**src/rtl/psr_pkg.sv**
```systemverilog
package psr_pkg;

  localparam logic [7:0] QUERY_OPCODE = 8'h19;

  typedef enum logic {
    PS_OPCODE,
    PS_COUNT
  } psr_state_e;

  function automatic int idx_shift(input int nprobe);
    return (nprobe > 8) ? 3 : 4;
  endfunction

  function automatic logic [7:0] pack_byte(input logic [7:0] idx, input int sh,
                                           input logic fall, input logic rise,
                                           input logic lvl);
    logic [7:0] b;
    b = (idx << sh) | {5'b0, fall, rise, lvl};
    return b;
  endfunction

endpackage

```
**src/rtl/psr_sync2.sv**
```systemverilog
module psr_sync2 #(
  parameter int W = 8
) (
  input  logic         clk,
  input  logic         rst_n,
  input  logic [W-1:0] d_in,
  output logic [W-1:0] d_out
);
  logic [W-1:0] stage1;
  logic [W-1:0] stage2;

  always_ff @(posedge clk) begin
    if (!rst_n) begin
      stage1 <= '0;
      stage2 <= '0;
    end else begin
      stage1 <= d_in;
      stage2 <= stage1;
    end
  end

  assign d_out = stage2;
endmodule

```
**src/rtl/psr_edge_tracker.sv**
```systemverilog
module psr_edge_tracker #(
  parameter int W = 8
) (
  input  logic         clk,
  input  logic         rst_n,
  input  logic [W-1:0] lvl,
  input  logic [W-1:0] clr,
  output logic [W-1:0] rep_rise,
  output logic [W-1:0] rep_fall
);
  logic [W-1:0] prev_lvl;
  logic [W-1:0] rise_now;
  logic [W-1:0] fall_now;
  logic [W-1:0] rflag;
  logic [W-1:0] fflag;

  assign rise_now = lvl & ~prev_lvl;
  assign fall_now = ~lvl & prev_lvl;

  // reported value includes an edge seen in the capture cycle itself
  assign rep_rise = rflag | rise_now;
  assign rep_fall = fflag | fall_now;

  generate
    for (genvar i = 0; i < W; i++) begin : g_bit
      always_ff @(posedge clk) begin
        if (!rst_n) begin
          prev_lvl[i] <= 1'b0;
          rflag[i]    <= 1'b0;
          fflag[i]    <= 1'b0;
        end else begin
          prev_lvl[i] <= lvl[i];
          rflag[i]    <= clr[i] ? 1'b0 : (rflag[i] | rise_now[i]);
          fflag[i]    <= clr[i] ? 1'b0 : (fflag[i] | fall_now[i]);
        end
      end

      // a set flag survives until its probe is reported
      p_rise_sticky_r4: assert property (@(posedge clk) disable iff (!rst_n)
        (rflag[i] && !clr[i]) |=> rflag[i]);
      p_fall_sticky_r4: assert property (@(posedge clk) disable iff (!rst_n)
        (fflag[i] && !clr[i]) |=> fflag[i]);
      // capture empties the flags, nothing is carried over
      p_clear_rise_r5: assert property (@(posedge clk) disable iff (!rst_n)
        clr[i] |=> !rflag[i]);
      p_clear_fall_r6: assert property (@(posedge clk) disable iff (!rst_n)
        clr[i] |=> !fflag[i]);
    end
  endgenerate

  p_one_clear_r5: assert property (@(posedge clk) disable iff (!rst_n)
    $onehot0(clr));
endmodule

```
**src/rtl/psr_cmd_parser.sv**
```systemverilog
module psr_cmd_parser #(
  parameter int NPROBE = 18,
  parameter int IW     = 5
) (
  input  logic          clk,
  input  logic          rst_n,
  input  logic [7:0]    rx_data,
  input  logic          rx_valid,
  output logic          start,
  output logic [IW-1:0] start_cnt
);
  import psr_pkg::*;

  psr_state_e st;
  logic [6:0] req;

  assign req       = rx_data[6:0];
  assign start     = rx_valid && (st == PS_COUNT) && rx_data[7];
  assign start_cnt = (int'(req) > NPROBE) ? IW'(NPROBE) : IW'(req);

  always_ff @(posedge clk) begin
    if (!rst_n) begin
      st <= PS_OPCODE;
    end else if (rx_valid) begin
      case (st)
        PS_OPCODE: if (rx_data == QUERY_OPCODE) st <= PS_COUNT;
        default:   st <= PS_OPCODE;
      endcase
    end
  end

  // bad count byte sends the parser back to opcode hunting
  p_bad_count_r7: assert property (@(posedge clk) disable iff (!rst_n)
    (st == PS_COUNT && rx_valid && !rx_data[7]) |=> (st == PS_OPCODE));
  // only the opcode advances the parser
  p_opcode_gate_r1: assert property (@(posedge clk) disable iff (!rst_n)
    (st == PS_OPCODE && rx_valid && rx_data != QUERY_OPCODE) |=> (st == PS_OPCODE));
endmodule

```
**src/rtl/psr_tx_serializer.sv**
```systemverilog
module psr_tx_serializer #(
  parameter int NPROBE = 18,
  parameter int IW     = 5,
  parameter int SHIFT  = 3
) (
  input  logic              clk,
  input  logic              rst_n,
  input  logic              start,
  input  logic [IW-1:0]     start_cnt,
  input  logic [NPROBE-1:0] lvl,
  input  logic [NPROBE-1:0] rep_rise,
  input  logic [NPROBE-1:0] rep_fall,
  output logic [NPROBE-1:0] clr,
  output logic [7:0]        tx_data,
  output logic              tx_valid,
  input  logic              tx_ready
);
  logic          busy;
  logic [IW-1:0] nxt;
  logic [IW-1:0] cnt;
  logic          can_load;
  logic          sel_l, sel_r, sel_f;
  logic [7:0]    next_byte;

  assign can_load = busy && (nxt != cnt) && (!tx_valid || tx_ready);

  always_comb begin
    sel_l = 1'b0;
    sel_r = 1'b0;
    sel_f = 1'b0;
    for (int i = 0; i < NPROBE; i++) begin
      if (nxt == IW'(i)) begin
        sel_l = lvl[i];
        sel_r = rep_rise[i];
        sel_f = rep_fall[i];
      end
    end
    next_byte = psr_pkg::pack_byte(8'(nxt), SHIFT, sel_f, sel_r, sel_l);
  end

  generate
    for (genvar i = 0; i < NPROBE; i++) begin : g_clr
      assign clr[i] = can_load && (nxt == IW'(i));
    end
  endgenerate

  always_ff @(posedge clk) begin
    if (!rst_n) begin
      busy     <= 1'b0;
      nxt      <= '0;
      cnt      <= '0;
      tx_valid <= 1'b0;
      tx_data  <= '0;
    end else begin
      if (!busy) begin
        nxt <= '0;
        if (start) begin
          cnt  <= start_cnt;
          busy <= (start_cnt != '0);
        end
      end else begin
        if (can_load) nxt <= nxt + 1'b1;
        if (nxt == cnt && (!tx_valid || tx_ready)) busy <= 1'b0;
      end
      if (can_load) begin
        tx_valid <= 1'b1;
        tx_data  <= next_byte;
      end else if (tx_ready) begin
        tx_valid <= 1'b0;
      end
    end
  end

  // offered byte is held under back-pressure
  p_hold_r8: assert property (@(posedge clk) disable iff (!rst_n)
    (tx_valid && !tx_ready) |=> (tx_valid && $stable(tx_data)));
  // count never exceeds the probe count
  p_clamp_r2: assert property (@(posedge clk) disable iff (!rst_n)
    busy |-> (int'(cnt) <= NPROBE && nxt <= cnt));
  // a query during a reply does not disturb it
  p_busy_drop_r9: assert property (@(posedge clk) disable iff (!rst_n)
    (busy && start) |=> $stable(cnt));
  // nothing is offered when no reply is running
  p_idle_quiet_r11: assert property (@(posedge clk) disable iff (!rst_n)
    !busy |-> !tx_valid);
endmodule

```
**src/rtl/probe_snap_responder.sv**
```systemverilog
module probe_snap_responder #(
  parameter int NPROBE = 18
) (
  input  logic              clk,
  input  logic              rst_n,
  input  logic [7:0]        rx_data,
  input  logic              rx_valid,
  input  logic [NPROBE-1:0] probes_in,
  output logic [7:0]        tx_data,
  output logic              tx_valid,
  input  logic              tx_ready
);
  localparam int IW    = $clog2(NPROBE + 1);
  localparam int SHIFT = psr_pkg::idx_shift(NPROBE);

  logic [NPROBE-1:0] lvl;
  logic [NPROBE-1:0] rep_rise;
  logic [NPROBE-1:0] rep_fall;
  logic [NPROBE-1:0] clr;
  logic              start;
  logic [IW-1:0]     start_cnt;

  psr_sync2 #(.W(NPROBE)) u_sync (
    .clk(clk), .rst_n(rst_n), .d_in(probes_in), .d_out(lvl)
  );

  psr_edge_tracker #(.W(NPROBE)) u_edges (
    .clk(clk), .rst_n(rst_n), .lvl(lvl), .clr(clr),
    .rep_rise(rep_rise), .rep_fall(rep_fall)
  );

  psr_cmd_parser #(.NPROBE(NPROBE), .IW(IW)) u_parse (
    .clk(clk), .rst_n(rst_n), .rx_data(rx_data), .rx_valid(rx_valid),
    .start(start), .start_cnt(start_cnt)
  );

  psr_tx_serializer #(.NPROBE(NPROBE), .IW(IW), .SHIFT(SHIFT)) u_ser (
    .clk(clk), .rst_n(rst_n), .start(start), .start_cnt(start_cnt),
    .lvl(lvl), .rep_rise(rep_rise), .rep_fall(rep_fall), .clr(clr),
    .tx_data(tx_data), .tx_valid(tx_valid), .tx_ready(tx_ready)
  );

  // no byte offered straight out of reset
  p_reset_quiet_r10: assert property (@(posedge clk)
    !rst_n |=> !tx_valid);
endmodule

```
**config.mk**
```make
export PLATFORM = sky130hd
export DESIGN_NAME = probe_snap_responder
export DESIGN_NICKNAME = d
export VERILOG_FILES = /design/src/rtl/psr_pkg.sv /design/src/rtl/psr_sync2.sv /design/src/rtl/psr_edge_tracker.sv /design/src/rtl/psr_cmd_parser.sv /design/src/rtl/psr_tx_serializer.sv /design/src/rtl/probe_snap_responder.sv
export SDC_FILE = /design/constraint.sdc
export NUM_CORES = 1
export LEC_CHECK = 0
export BUFFER_PORTS_ARGS = -buffer_cell sky130_fd_sc_hd__buf_2
export CAP_MARGIN = 5
export CELL_PAD_IN_SITES_DETAIL_PLACEMENT = 2
export CELL_PAD_IN_SITES_GLOBAL_PLACEMENT = 2
export CORE_MARGIN = 5
export CORE_UTILIZATION = 33
export CTS_CLUSTER_DIAMETER = 150
export DETAILED_ROUTE_END_ITERATION = 10
export PLACE_DENSITY_LB_ADDON = 0.25
export SLEW_MARGIN = 20
export SYNTH_ARGS = -nofsm -noshare
export SYNTH_HDL_FRONTEND = slang
export SYNTH_SLANG_ARGS = --single-unit
```
**constraint.sdc**
```tcl
create_clock -name clk -period 2 [get_ports clk]
set_input_delay 0.4 -clock clk [delete_from_list [all_inputs] [get_ports clk]]
set_output_delay 0.4 -clock clk [all_outputs]
set_load 0.02 [all_outputs]
```
; ---- Word-level counts from Yosys, hierarchy flattened
; Cells that the tools add are included.
; Widths: inputs -> output; s select.
[word_totals]
register_bits = 111
out_inout_bits = 9
elab_cells = 239
[op_classes]
addsub = 1
order_cmp = 1
eq_ne = 20
n_mux = 62
bitwise = 45
reduce_logical = 48
[ops]
columns = operator, count
row1 = $mux 1, 61
row2 = $eq 5x4->1 const B, 8
row3 = $and 18x18->18, 2
row4 = $not 18->18, 2
row5 = $or 1x1->1, 36
row6 = $or 18x18->18, 2
row7 = $reduce_or 2->1, 18
row8 = $logic_and 1x1->1, 23
row9 = $eq 5x3->1 const B, 4
row10 = $eq 5x2->1 const B, 2
row11 = $eq 5x5->1 const B, 2
row12 = $eq 8x5->1 const B, 1
row13 = $or 8x3->8, 1
row14 = $gt 7x5->1 const B, 1
row15 = $add 5x1->5 const B, 1
row16 = $eq 5x1->1 const B, 1
row17 = $eq 5x5->1, 1
row18 = $logic_not 5->1, 1
row19 = $mux 5, 1
row20 = $ne 5x5->1, 1
row21 = $reduce_bool 5->1, 1
row22 = $reduce_and 2->1, 2
row23 = $not 1->1, 2
row24 = $reduce_bool 2->1, 1
row25 = 2 further kinds, 2

; ---- Logic depth before layout (Yosys ltp)
; Gate-level depths: netlist (run 1).
[depth]
depth_word = 22
depth_mapped = 11

; ---- Hierarchy
; Synthesis (run 1) repeated with hierarchy kept, for this count alone.
[unflattened]
hier_cells = 586
hier_area_um2 = 5078.6
[by_module_without_submodules]
columns = mod, instances, cells_each, area_per_inst_um2
row1 = psr_edge_tracker, 1, 237, 2030.7
row2 = psr_tx_serializer, 1, 258, 1921.8
row3 = psr_sync2, 1, 75, 1006.0
row4 = psr_cmd_parser, 1, 16, 120.1

; ---- Least setup slack after synthesis (run 1)
; No wires, ideal clock.
[synth_timing]
path_kind = register to register
startpoint = register u_ser.nxt[0]
endpoint = register u_ser.tx_data[2]
setup_time_ns = 0.117
t_arrival_ns = 1.980
required_ns = 1.883
slack_ns = -0.097
path_stages_with_launch = 9
n_path_buf = 0
synth_period_minus_slack_ns = 2.097
cell_sequence = dfxtp_1 inv_1 ha_1 or4b_4 a2111oi_4 a21oi_1 a211oi_2 o211ai_1 a32o_1
[synth_between]
elab_chain_cells = 20
word_cells_on_any_way = 40
[synth_rtl]
columns = element, line_no
row1 = from (decl), psr_tx_serializer.sv:19  ; logic [IW-1:0] nxt;
row2 = from (signal assigned), psr_tx_serializer.sv:62  ; if (can_load) nxt <= nxt + 1'b1;
row3 = $logic_not 5->1, psr_tx_serializer.sv:32  ; if (nxt == IW'(i)) begin
row4 = $mux 1 (18 in a row), psr_tx_serializer.sv:32
row5 = $or 8x3->8, psr_pkg.sv:18  ; b = (idx << sh) | {5'b0, fall, rise, lvl};
row6 = to (signal assigned), psr_tx_serializer.sv:67  ; tx_data <= next_byte;
row7 = to (decl), psr_tx_serializer.sv:14  ; output logic [7:0] tx_data,
; Several ways; a longest one is shown, not always the timed one.
; A chain may end at the register's enable or synchronous reset.

; ---- Worst setup path after layout (run 1)
; Ends and elaborated chain as after synthesis.

==> summary.txt, run 1 <==
Logic synthesis
  – Seq/Total Area, Yosys: 48.5%
  – Mapped cell area: 4580 sq um
  – Register bit count reported by yosys: 111
  – Number of enable-type register cells in the synthesized netlist: 0
  – Synth Warn #: 0
  – Gate count of the mapped netlist: 515
  – Synth Flop Type: dfxtp_1
  – Net count after synthesis: 550
  – FFs w/ async S/R, synth: 0%
  – Library cells used by synthesis: 53
  – Mean instance size in the synthesized netlist: 8.90 sq um

Pwr
  – Highest ir drop seen on vdd: 531 uV
  – Power share of the clock group: 43.9%
  – Share of total power in sequential cells: 51.5%
  – Combinational fraction of design power: 4.6%
  – Net Sw Power: 0.986 mW
  – P_int: 3.52 mW
  – Post-route total power: 4.51 mW
  – Switching power as a share of total power: 21.9%
  – Lkg Pwr: 2.21 nW
  – Ratio of total power to cell area: 792 nW/um^2

Layout
  – Commonest non-fill, non-tap cell in the layout: dfxtp_1
  – Final core area utilization: 41.3%
  – Antenna diode instance count: 0
  – Share of layout cells above drive strength 1: 23.7%
  – Most frequent cells in the layout: dfxtp_1, nor2_1, buf_4, a21oi_1
  – Fin cells: 771
  – Area growth from synthesis to layout: 24.0%
  – Fin nets: 621

Clocking
  – Maximum count of clock buffers along a single path: 2
  – Clock tree from TritonCTS: yes
  – H-tree depth: 3
  – TritonCTS Sinks: 111
  – Clock root buffer: clkbuf_16
  – Clock transition at the register clock pins on the worst setup and hold paths after CTS: 0.08 ns
  – Clock latency on the worst-skew pair: 0.36 ns
  – Number of buffers created by CTS: 9

Global routing
  – Number of global-route vias before repair: 4490
  – Largest net degree at the start of global routing: 27
  – First-pass GRT wire length: 22600 um
  – Overall Global Routing Usage: 17.6%
  – Global route overflow: 0
  – Number of antenna violations at the first check in global routing: 0

Critical path
  – Worst Reg2Reg Path Length in Cells: 8
  – Setup Crit Path Kind: reg2reg
  – CP Data Required Time: 2.26 ns
  – CP Max Fanout: 5
  – Startpoint class of the critical path: register
  – Crit path DAT: 2.30 ns
  – Reg2reg setup slack: -0.05 ns
  – Setup crit end kind: register

Die
  – Die area: 16300 sq um
  – Initial core utilization: 33.3%
  – Top-Level Pins: 39
  – Y dimension of the die: 128 um
  – Total number of placement rows: 43
  – Chip width: 128 um
  – Area of the core region: 13800 sq um

Placement
  – Post-detailed-placement half-perimeter wirelength: 10100 um
  – Total instance count after detailed placement: 753
  – Global placer's final weighted congestion: 0.851
  – PortBufs: 38

Worst hold path
  – Worst hold path depth: 2
  – Hold WC Path Type: in2reg

STA
  – Total setup violations reported at the end of the flow: 2
  – Worst Tran Pin Value: 0.397 ns
  – Period utilisation layout: 102%
  – Setup repair after global routing missed its margin: true
  – Final setup margin: -0.0454 ns
  – Number of hold violations in the final report: 0
  – Clk_skew: 0.00865 ns
  – Highest attainable clock frequency: 489 MHz
  – Min Tclk post-route: 2.05 ns
  – Final count of pins violating max slew: 0
  – Headroom to the max-slew limit: 72.8%

Status
  – Violated checks: negative setup slack
  – Result of the run: finished with violations

Route
  – Post-detailed-route wirelength per cell: 17.7 um
  – DRC violations left: 0
  – Via count: 3947
  – Number of nets with antenna violations after routing: 0
  – First drt pass iteration count: 4
  – DRC marker count from the first detailed-route iteration: 145
  – Routed WL: 13600 um
  – Via density per instance: 5.12

Job
  – MaxCap Viol Count: 0
## repair_timing
item | CTS | global route
hold endpoints to repair | 0 | 0
hold buffers | 0 | 0
pin swaps | 5 | 4
setup buffers | 0 | 2
gates resized for setup | 17 | 5
cloned | 0 | 0
setup endpoints to repair | 5 | 4
## final timing paths
check / startpoint / to
max: u_ser.nxt[0] / u_ser.tx_data[2]
min reg2reg: u_sync.stage1[15] / u_sync.d_out[15]
max reg2reg: u_ser.nxt[0] / u_ser.tx_data[2]
min: probes_in[17] / u_sync.stage1[17]
## cells by family (layout without fill, tap and decap cells)
logic type               Yosys count  after routing  share of synthesized area, %
AO/OA/AOI/OAI                    133            133                          19.1
XOR/XNOR                           7              7                          1.34
adder cells (fa/ha/maj)            5              5                          1.36
buffers and inverters             59            135                          5.29
flip-flops                       111            111                          48.5
multiplexers                       1              1                         0.218
AND/OR/NAND/NOR                  199            199                          24.2
## routing by layer
metal | vias up | share of wire [%] | global-route usage (%) | routed length [um]
met5 | - | 0 | 0 | 0
met4 | 0 | 1.2 | 4.56 | 158
met3 | 11 | 2.8 | 4.67 | 384
met2 | 35 | 53 | 32.6 | 7200
met1 | 1983 | 43 | 19.8 | 5890
li1 | 1918 | - | - | -
## Yosys cell counts (all sizes together) (2+ instances only)
cell type	instances	area, sq um
dfxtp	111	2220
nor2	69	259
a21oi	45	225
and2	38	238
inv	33	124
o21ai	31	155
nand2	26	97.6
nor2b	18	113
clkbuf	17	63.8
buf	9	55.0
nand4bb	9	101
o211ai	9	67.6
o21ba	9	90.1
nor3	8	40.0
nand3	7	35.0
a31oi	6	37.5
o31ai	6	45.0
xnor2	6	52.6
a211oi	5	42.5
ha	5	62.6
o2111ai	5	43.8
and4bb	4	50.1
nor4	4	25.0
a22oi	3	22.5
and3	3	18.8
nand4b	3	32.5
o221ai	3	26.3
a2111oi	2	36.3
a221oi	2	17.5
nand4	2	12.5
or4b	2	23.8
## sequential cells by signal, indices dropped and copies added, names as in the netlist
name / cells
u_ser.nxt: 5
u_edges.rflag: 18
u_ser.tx_data: 8
u_ser.busy: 1
u_parse.st: 1
u_edges.fflag: 18
u_sync.stage1: 18
u_ser.cnt: 5
u_ser.tx_valid: 1
u_sync.d_out: 18
u_edges.prev_lvl: 18
## worst max-delay path, cell delays in order, from the launching register on
cell and delay, ns:
dfxtp_2 0.35, inv_4 0.08, ha_4 0.13, or4b_4 0.50
a2111oi_4 0.23, a21oi_2 0.08, a211oi_2 0.22, o211ai_1 0.13
a32o_1 0.22
## stage by stage
stage | worst slack [ns] | hold slack (ns) | setup TNS (ns) | area, sq um
floorplan | 0.0278 | 0.412 | 0 | 4600
global placement | -0.155 | 0.414 | -0.254 | 5250
detailed placement | -0.193 | 0.421 | -0.409 | 5250
CTS | -0.0787 | 0.226 | -0.174 | 5650
global route | -0.125 | 0.224 | -0.326 | 5690
finish | -0.0454 | 0.242 | -0.0705 | 5690
## layout make-up
type,count,area (sq um)
inverters,33,126
fillers,1587,8090
well taps,180,225
repair buffers,86,567
clock inverters,5,87.6
clock buffers,11,243
multi-input cells,345,2210
flip-flops and latches,111,2230
## power groups by stage
stage	registers (mW)	logic [mW]	clock network, mW
6_report	2.32	0.208	1.98
5_1_grt	2.33	0.237	2.14
4_1_cts	2.32	0.214	2.05
3_5_place_dp	2.37	0.208	0
3_3_place_gp	2.37	0.195	0
2_1_floorplan	2.36	0.124	0
No activity file was read; power rests on OpenSTA's default activity.
==> run 2, diff against run 1 <==
- CORE_UTILIZATION: 33 -> 34
- CTS_BUF_LIST: default -> sky130_fd_sc_hd__clkbuf_8
- SKIP_LAST_GASP: default -> 1
==> run 2 against run 1 <==
The flow still finishes with violations (negative setup slack). Fmax shrank 4.7%. Critical path depth down 1. Critical path type unchanged. Via count increased by 0.51%. Register-to-register slack got worse by 0.10 ns. Non-clock buffer count down 3. Worst setup slack worse by 0.10 ns. Largest cell class unchanged. Total power is 12% lower. Cell count is 0.91% lower. Combinational power barely moved. Utilization grew 0.38 points.
==> summary.txt, run 2 (synthesis gave the netlist of run 1 again) <==
Critical path
  – Origin of the critical flop-to-flop path: u_ser.nxt[0] (unchanged)
  – Reg2reg setup slack: -0.15 ns (was -0.05 ns)
  – CP Max Fanout: 6 (was 5)
  – CP Data Required Time: 2.29 ns (was 2.26 ns)
  – Setup crit end kind: register (unchanged)
  – Startpoint class of the critical path: register (unchanged)
  – Crit path DAT: 2.44 ns (was 2.30 ns)
  – Setup Crit Path Kind: reg2reg (unchanged)
  – Terminus of the critical flop-to-flop path: u_ser.tx_data[1] (was u_ser.tx_data[2])
  – Worst Reg2Reg Path Length in Cells: 7 (was 8)

Placement
  – Placed standard-cell area: 5210 sq um (was 5250 sq um)
  – Setup slack after placement: -0.219 ns (was -0.193 ns)
  – Post-detailed-placement half-perimeter wirelength: 10200 um (was 10100 um)
  – PortBufs: 38 (unchanged)
  – Global placer's final weighted congestion: 0.877 (was 0.851)
  – Total instance count after detailed placement: 744 (was 753)

Pwr
  – Lkg Pwr: 2.13 nW (was 2.21 nW)
  – Ratio of total power to cell area: 721 nW/um^2 (was 792 nW/um^2)
  – Highest ir drop seen on vdd: 466 uV (was 531 uV)
  – Post-route total power: 3.98 mW (was 4.51 mW)

STA
  – Sum of negative setup slack: -0.261 ns (was -0.0705 ns)
  – Period utilisation layout: 107% (was 102%)
  – Number of hold violations in the final report: 0 (unchanged)
  – Setup repair after global routing missed its margin: true (unchanged)
  – Clk_skew: 0.0207 ns (was 0.00865 ns)
  – Total setup violations reported at the end of the flow: 2 (unchanged)
  – Final setup margin: -0.146 ns (was -0.0454 ns)
  – Headroom to the max-slew limit: 75.4% (was 72.8%)
  – Final count of pins violating max slew: 0 (unchanged)
  – Worst Tran Pin Value: 0.359 ns (was 0.397 ns)
  – Worst hold slack across all endpoints: 0.213 ns (was 0.242 ns)
  – Highest attainable clock frequency: 466 MHz (was 489 MHz)
  – Min Tclk post-route: 2.15 ns (was 2.05 ns)

Clocking
  – TritonCTS Sinks: 111 (unchanged)
  – Clock root buffer: clkbuf_8 (was clkbuf_16)
  – Clock tree from TritonCTS: yes (unchanged)
  – Maximum count of clock buffers along a single path: 2 (unchanged)
  – H-tree depth: 3 (unchanged)
  – Clock transition at the register clock pins on the worst setup and hold paths after CTS: 0.12 ns (was 0.08 ns)
  – Number of buffers created by CTS: 9 (unchanged)
  – Clock latency on the worst-skew pair: 0.39 ns (was 0.36 ns)

Layout
  – Commonest non-fill, non-tap cell in the layout: dfxtp_1 (unchanged)
  – Fin nets: 618 (was 621)
  – Fin cells: 764 (was 771)
  – Most frequent cells in the layout: dfxtp_1, nor2_1, a21oi_1, buf_4, buf_2 (was dfxtp_1, nor2_1, buf_4, a21oi_1)
  – Share of layout cells above drive strength 1: 22.4% (was 23.7%)
  – Area growth from synthesis to layout: 20.4% (was 24.0%)
  – Area of all placed cells without fillers: 5520 sq um (was 5690 sq um)
  – Final core area utilization: 41.7% (was 41.3%)
  – Filler Cells Inserted: 1518 (was 1587)
  – Antenna diode instance count: 0 (unchanged)

Global routing
  – Overall Global Routing Usage: 17.7% (was 17.6%)
  – First-pass GRT wire length: 22800 um (was 22600 um)
  – Number of antenna violations at the first check in global routing: 0 (unchanged)
  – Global route overflow: 0 (unchanged)
  – Number of global-route vias before repair: 4428 (was 4490)
  – Largest net degree at the start of global routing: 28 (was 27)

Die
  – Top-Level Pins: 39 (unchanged)
  – Initial core utilization: 34.6% (was 33.3%)
  – Chip width: 126 um (was 128 um)
  – Total number of placement rows: 42 (was 43)
  – Area of the core region: 13200 sq um (was 13800 sq um)
  – Y dimension of the die: 126 um (was 128 um)
  – Die area: 15900 sq um (was 16300 sq um)

Status
  – Violated checks: negative setup slack (unchanged)
  – Result of the run: finished with violations (unchanged)

Worst hold path
  – Worst hold path depth: 2 (unchanged)
  – Worst Hold End: u_sync.stage1[16] (was u_sync.stage1[17])
  – Hold WC Path Type: in2reg (unchanged)
  – Min-delay src: probes_in[16] (was probes_in[17])

Job
  – MaxCap Viol Count: 0 (unchanged)

Route
  – First drt pass iteration count: 5 (was 4)
  – DRC marker count from the first detailed-route iteration: 171 (was 145)
  – Via density per instance: 5.19 (was 5.12)
  – DRC violations left: 0 (unchanged)
  – Via count: 3967 (was 3947)
  – Post-detailed-route wirelength per cell: 18.3 um (was 17.7 um)
  – Number of nets with antenna violations after routing: 0 (unchanged)
  – Routed WL: 14000 um (was 13600 um)
-- run 2: power by group --
part	internal (mW)	switching [mW]
clock network	0.633	0.816
logic	0.0924	0.115
registers	2.28	0.0398
total	3.01	0.971
-- run 2: worst max-delay path by stage --
stage / slack (ns) / from / endpoint
after CTS: -0.1 / u_ser.nxt[0] / u_ser.tx_data[2]
final: -0.15 / u_ser.nxt[0] / u_ser.tx_data[1]
after global placement: -0.21 / u_ser.nxt[0] / u_ser.tx_data[2]
after floorplan: 0.03 / u_ser.nxt[0] / u_ser.tx_data[2]
after detailed placement: -0.22 / u_ser.nxt[1] / u_ser.tx_data[1]
after global routing: -0.20 / u_ser.nxt[2] / u_ser.tx_data[1]
-- run 2: worst max-delay path, cell delays in order, from the launching register on --
cell	delay, ns
dfxtp_4	0.40
ha_2	0.28
or4b_1	0.56
o31ai_4	0.10
a31oi_2	0.08
o31ai_2	0.30
a21oi_1	0.11
o221a_1	0.22
-- run 2: metal layers --
| metal | vias up | global-route usage, % | part of all wire, % |
|---|---|---|---|
| met2 | 37 | 31.7 | 53 |
| met3 | 9 | 4.11 | 2.5 |
| met4 | 0 | 4.35 | 1.0 |
| met5 | - | 0 | 0 |
| met1 | 2008 | 21.4 | 44 |
| li1 | 1913 | - | - |
-- run 2: cell type report --
cell class | count | area [sq um] | area share (%)
sequential | 111 | 2230 | 40.4
multi-input combinational | 345 | 2180 | 39.5
timing repair buffer | 83 | 542 | 9.82
tap | 176 | 220 | 3.99
clock buffer | 10 | 138 | 2.49
inverter | 33 | 126 | 2.29
clock inverter | 6 | 78.8 | 1.43
-- run 2: timing repair --
action / 4_1_cts / 5_1_grt
setup buffers: 1 / 2
gates cloned: 0 / 1
setup endpoints to repair: 3 / 17
pin swaps: 2 / 8
resized for setup: 6 / 10
hold buffers: 0 / 0
==> run 3, diff against run 2 <==
- ABC_AREA: default -> 1
- CORE_UTILIZATION: 34 -> 32
- PLACE_DENSITY: default -> 0.85
- PLACE_DENSITY_LB_ADDON: 0.25 -> default
==> run 3 against run 2 <==
The flow still finishes with violations (negative setup slack). Combinational power up 35%. Total power up 4.4%. Design area rose by 6.1%. Worst hold slack got worse by 0.036 ns. Synthesized cell count increased by 23%. Via count grew 18%. Critical path depth increased by 17. Clock power is 7% higher. Flip-flop and latch count stayed put. Register-to-register slack got worse by 0.50 ns. Clock skew about the same. Cell count rose by 19%. Highest routed layer unchanged.
==> summary.txt, run 3 <==
Logic synthesis
  – Register bit count reported by yosys: 111 (unchanged)
  – Synth Warn #: 0 (unchanged)
  – Mapped cell area: 4550 sq um (was 4580 sq um)
  – Adder and majority gate portion of the synthesized area: 1.38% (was 1.36%)
  – Area share of the largest cell type after synthesis: 48.9% (was 48.5%)
  – FFs w/ async S/R, synth: 0% (unchanged)
  – Most area-hungry cell type in the Yosys netlist: dfxtp_1 (unchanged)
  – Top cells by area in the synthesized netlist: dfxtp_1, nand2_1, inv_1 (was dfxtp_1, nor2_1, and2_1)
  – Synth Flop Type: dfxtp_1 (unchanged)
  – Main combinational cell family by area after synthesis: simple AND/OR/NAND/NOR gates (unchanged)
  – Number of enable-type register cells in the synthesized netlist: 0 (unchanged)
  – Simple-gate portion of the synthesized area: 27.1% (was 24.2%)
  – Portion of netlist area occupied by mux cells: 0% (was 0.218%)
  – Seq/Total Area, Yosys: 48.9% (was 48.5%)
  – Mean instance size in the synthesized netlist: 7.18 sq um (was 8.90 sq um)
  – Gate count of the mapped netlist: 633 (was 515)
  – Post-synth top cells: nand2_1, inv_1, dfxtp_1, nor2_1, a21oi_1 (was dfxtp_1, nor2_1, a21oi_1, and2_1, inv_1)
  – Most common cell in the synthesized netlist: nand2_1 (was dfxtp_1)
  – Library cells used by synthesis: 38 (was 53)
  – Fraction of synthesized cell area in xor and xnor cells: 0.193% (was 1.34%)
  – Post-synthesis compound-gate area fraction: 11.0% (was 19.1%)
  – Net count after synthesis: 668 (was 550)

Layout
  – Filler Cells Inserted: 1574 (was 1518)
  – Area of all placed cells without fillers: 5860 sq um (was 5520 sq um)
  – Area growth from synthesis to layout: 28.8% (was 20.4%)
  – Fin nets: 757 (was 618)
  – Commonest non-fill, non-tap cell in the layout: nand2_1 (was dfxtp_1)
  – Most frequent cells in the layout: nand2_1, inv_1, dfxtp_1, nor2_1, buf_4 (was dfxtp_1, nor2_1, a21oi_1, buf_4, buf_2)
  – Share of layout cells above drive strength 1: 25.7% (was 22.4%)
  – Antenna diode instance count: 0 (unchanged)

STA
  – Worst hold slack across all endpoints: 0.178 ns (was 0.213 ns)
  – Clk_skew: 0.0211 ns (was 0.0207 ns)
  – Min Tclk post-route: 2.64 ns (was 2.15 ns)
  – Highest attainable clock frequency: 378 MHz (was 466 MHz)
  – Number of hold violations in the final report: 0 (unchanged)
  – Final count of pins violating max slew: 0 (unchanged)
  – Headroom to the max-slew limit: 66.0% (was 75.4%)
  – Total setup violations reported at the end of the flow: 24 (was 2)
  – Setup repair after global routing missed its margin: true (unchanged)
  – Worst Tran Pin Value: 0.509 ns (was 0.359 ns)
  – Final setup margin: -0.644 ns (was -0.146 ns)
  – Period utilisation layout: 132% (was 107%)

Route
  – Routed WL: 20400 um (was 14000 um)
  – DRC violations left: 0 (unchanged)
  – Met2 routed WL: 10600 um (was 7370 um)
  – Met3 layer wire length in the routed design: 756 um (was 348 um)
  – Via count: 4685 (was 3967)
  – Via density per instance: 5.17 (was 5.19)
  – M1 wire length: 7920 um (was 6090 um)
  – Highest signal layer in the routed design: met4 (unchanged)
  – First drt pass iteration count: 4 (was 5)
  – Number of nets with antenna violations after routing: 0 (unchanged)
  – Post-detailed-route wirelength per cell: 22.5 um (was 18.3 um)
  – DRC marker count from the first detailed-route iteration: 302 (was 171)

Critical path
  – Worst Reg2Reg Path Length in Cells: 24 (was 7)
  – Origin of the critical flop-to-flop path: u_ser.nxt[0] (unchanged)
  – Critical Path Max Stage Delay: 0.41 ns (was 0.56 ns)
  – Setup Crit Path Kind: reg2reg (unchanged)
  – Setup crit end kind: register (unchanged)
  – Timing startpoint of the critical path: u_ser.nxt[0] (unchanged)
  – Critical path cell sequence: inv_6 > ha_4 > inv_4 > nor2_4 > nand2_2 > nor2_4 > nand2_1 > nand3_2 > o211ai_2 > nand3_2 > nand2_1 > nand2_1 > nand2_2 > nand3_2 > nand2_1 > nand2_2 > nand2_1 > nand3_1 > nand2_1 > nand2_1 > nand2_1 > nand2_2 > nand2_2 > a21oi_2 (was ha_2 > or4b_1 > o31ai_4 > a31oi_2 > o31ai_2 > a21oi_1 > o221a_1)
  – Instance count on the critical path: 24 (was 7)
  – CP Data Required Time: 2.35 ns (was 2.29 ns)
  – CP bufs+invs: 2 (was 0)
  – Crit-path leading delay family: simple AND/OR/NAND/NOR gates (was compound AO/OA/AOI/OAI gates)
  – Crit path DAT: 2.99 ns (was 2.44 ns)
  – Cell with the largest stage delay on the worst path: dfxtp_4 (was or4b_1)
  – Startpoint class of the critical path: register (unchanged)
  – CP Max Fanout: 4 (was 6)
  – Crit path top cell by count: nand2_1

Die
  – Chip width: 129 um (was 126 um)
  – Area of the core region: 13900 sq um (was 13200 sq um)
  – Total number of placement rows: 43 (was 42)
  – Y dimension of the die: 129 um (was 126 um)
  – Initial core utilization: 32.7% (was 34.6%)
  – Die area: 16700 sq um (was 15900 sq um)
  – Top-Level Pins: 39 (unchanged)

Pwr
  – P_int: 3.08 mW (was 3.01 mW)
  – Net Sw Power: 1.08 mW (was 0.971 mW)
  – Power share of the clock group: 37.4% (was 36.4%)
  – Share of total power in sequential cells: 55.8% (was 58.4%)
  – Combinational fraction of design power: 6.8% (was 5.2%)
  – Ratio of total power to cell area: 709 nW/um^2 (was 721 nW/um^2)
  – Highest ir drop seen on vdd: 410 uV (was 466 uV)
  – Lkg Pwr: 2.86 nW (was 2.13 nW)
  – Switching power as a share of total power: 25.9% (was 24.4%)

Placement
  – Placed standard-cell area: 5190 sq um (was 5210 sq um)
  – Global placer's final weighted congestion: 0.814 (was 0.877)
  – PortBufs: 38 (unchanged)
  – Post-detailed-placement half-perimeter wirelength: 10800 um (was 10200 um)

Global routing
  – Global route overflow: 0 (unchanged)
  – First-pass GRT wire length: 28200 um (was 22800 um)
  – Largest net degree at the start of global routing: 43 (was 28)
  – Overall Global Routing Usage: 22.1% (was 17.7%)
  – Number of antenna violations at the first check in global routing: 0 (unchanged)
  – Number of global-route vias before repair: 5066 (was 4428)

Clocking
  – H-tree depth: 3 (unchanged)
  – Clock tree from TritonCTS: yes (unchanged)
  – Number of buffers created by CTS: 9 (unchanged)
  – Clock root buffer: clkbuf_8 (unchanged)
  – Clock transition at the register clock pins on the worst setup and hold paths after CTS: 0.12 ns (about the same)
  – TritonCTS Sinks: 111 (unchanged)
  – Maximum count of clock buffers along a single path: 2 (unchanged)
  – Clock latency on the worst-skew pair: 0.41 ns (was 0.39 ns)
  – Hold buffers post-CTS: 0 (unchanged)

Status
  – Violated checks: negative setup slack (unchanged)
  – Result of the run: finished with violations (unchanged)

Worst hold path
  – Hold WC Path Type: in2reg (unchanged)
  – Min-delay src: probes_in[4] (was probes_in[16])
  – Worst hold path depth: 3 (was 2)

Job
  – MaxCap Viol Count: 0 (unchanged)
-- run 3: changes by cell type in the layout (fill, tap and decap cells not counted), moves of 18 or more --
cell     previous run  this run
nor2b_1            18         0
nand2_2             0        18
nand2_1            26       122
inv_1              32       109
and2_1             38         0
nor2_1             68       104
-- run 3: area by class of cell --
cell class                      instances  area, sq um  share of cell area (%)
Tap cell                              180          225                    3.85
Inverter                              122          483                    8.25
Timing Repair Buffer                   92          652                    11.1
Clock buffer                            9          124                    2.11
Sequential cell                       111         2230                    38.2
Multi-Input combinational cell        386         2040                    34.8
Clock inverter                          7         97.6                    1.67
-- run 3: per-stage QoR --
stage | total power [mW] | util [%] | TNS (ns) | std cells | setup slack [ns]
final | 4.15 | 42.2 | -3.17 | 907 | -0.644
after global routing | 4.30 | 42.2 | -5.39 | 907 | -0.739
after CTS | 4.13 | 40.6 | -1.27 | 899 | -0.439
after detailed placement | 2.61 | 37.4 | -1.89 | 872 | -0.617
after global placement | 2.58 | 37.4 | -0.808 | 872 | -0.378
after floorplan | 2.51 | - | 0 | 633 | 0.0115
-- run 3: tightest hold or removal path: cells and delay by family --
kind	cells	cell delay (ns)
buffers and inverters	2	0.11
and+or+nand+nor	1	0.04
-- run 3: routing by layer --
layer  global-route usage (%)  vias to the layer above
li1                         -                     2095
met1                     23.9                     2372
met2                     40.7                      143
met3                     3.92                       75
met4                     11.8                        0
met5                        0                        -
-- run 3: final timing paths --
check | slack (ns) | endpoint
setup / recovery | -0.64 | u_ser.tx_data[1]
hold / removal | 0.18 | u_sync.stage1[4]
setup reg to reg | -0.64 | u_ser.tx_data[1]
hold reg to reg | 0.42 | u_sync.d_out[9]
-- run 3: cells by family (layout without fill, tap and decap cells) --
logic type,after synthesis,after routing
simple gates,292,292
buf+inv,136,230
flops,111,111
compound gates,88,88
fa+ha+maj,5,5
xor+xnor,1,1
-- run 3: power groups by stage --
| stage | clock network, mW | logic (mW) | registers, mW |
|---|---|---|---|
| detailed placement | 0 | 0.246 | 2.37 |
| global placement | 0 | 0.221 | 2.36 |
| CTS | 1.56 | 0.254 | 2.31 |
| global route | 1.66 | 0.313 | 2.33 |
| floorplan | 0 | 0.150 | 2.36 |
| finish | 1.55 | 0.281 | 2.32 |
-- run 3: repair_timing --
item                                    in CTS  in global routing
setup buffers                               10                 11
pin swaps                                    6                 12
endpoints found under the setup margin      29                 37
cloned                                       1                  0
resized for setup                           44                 58
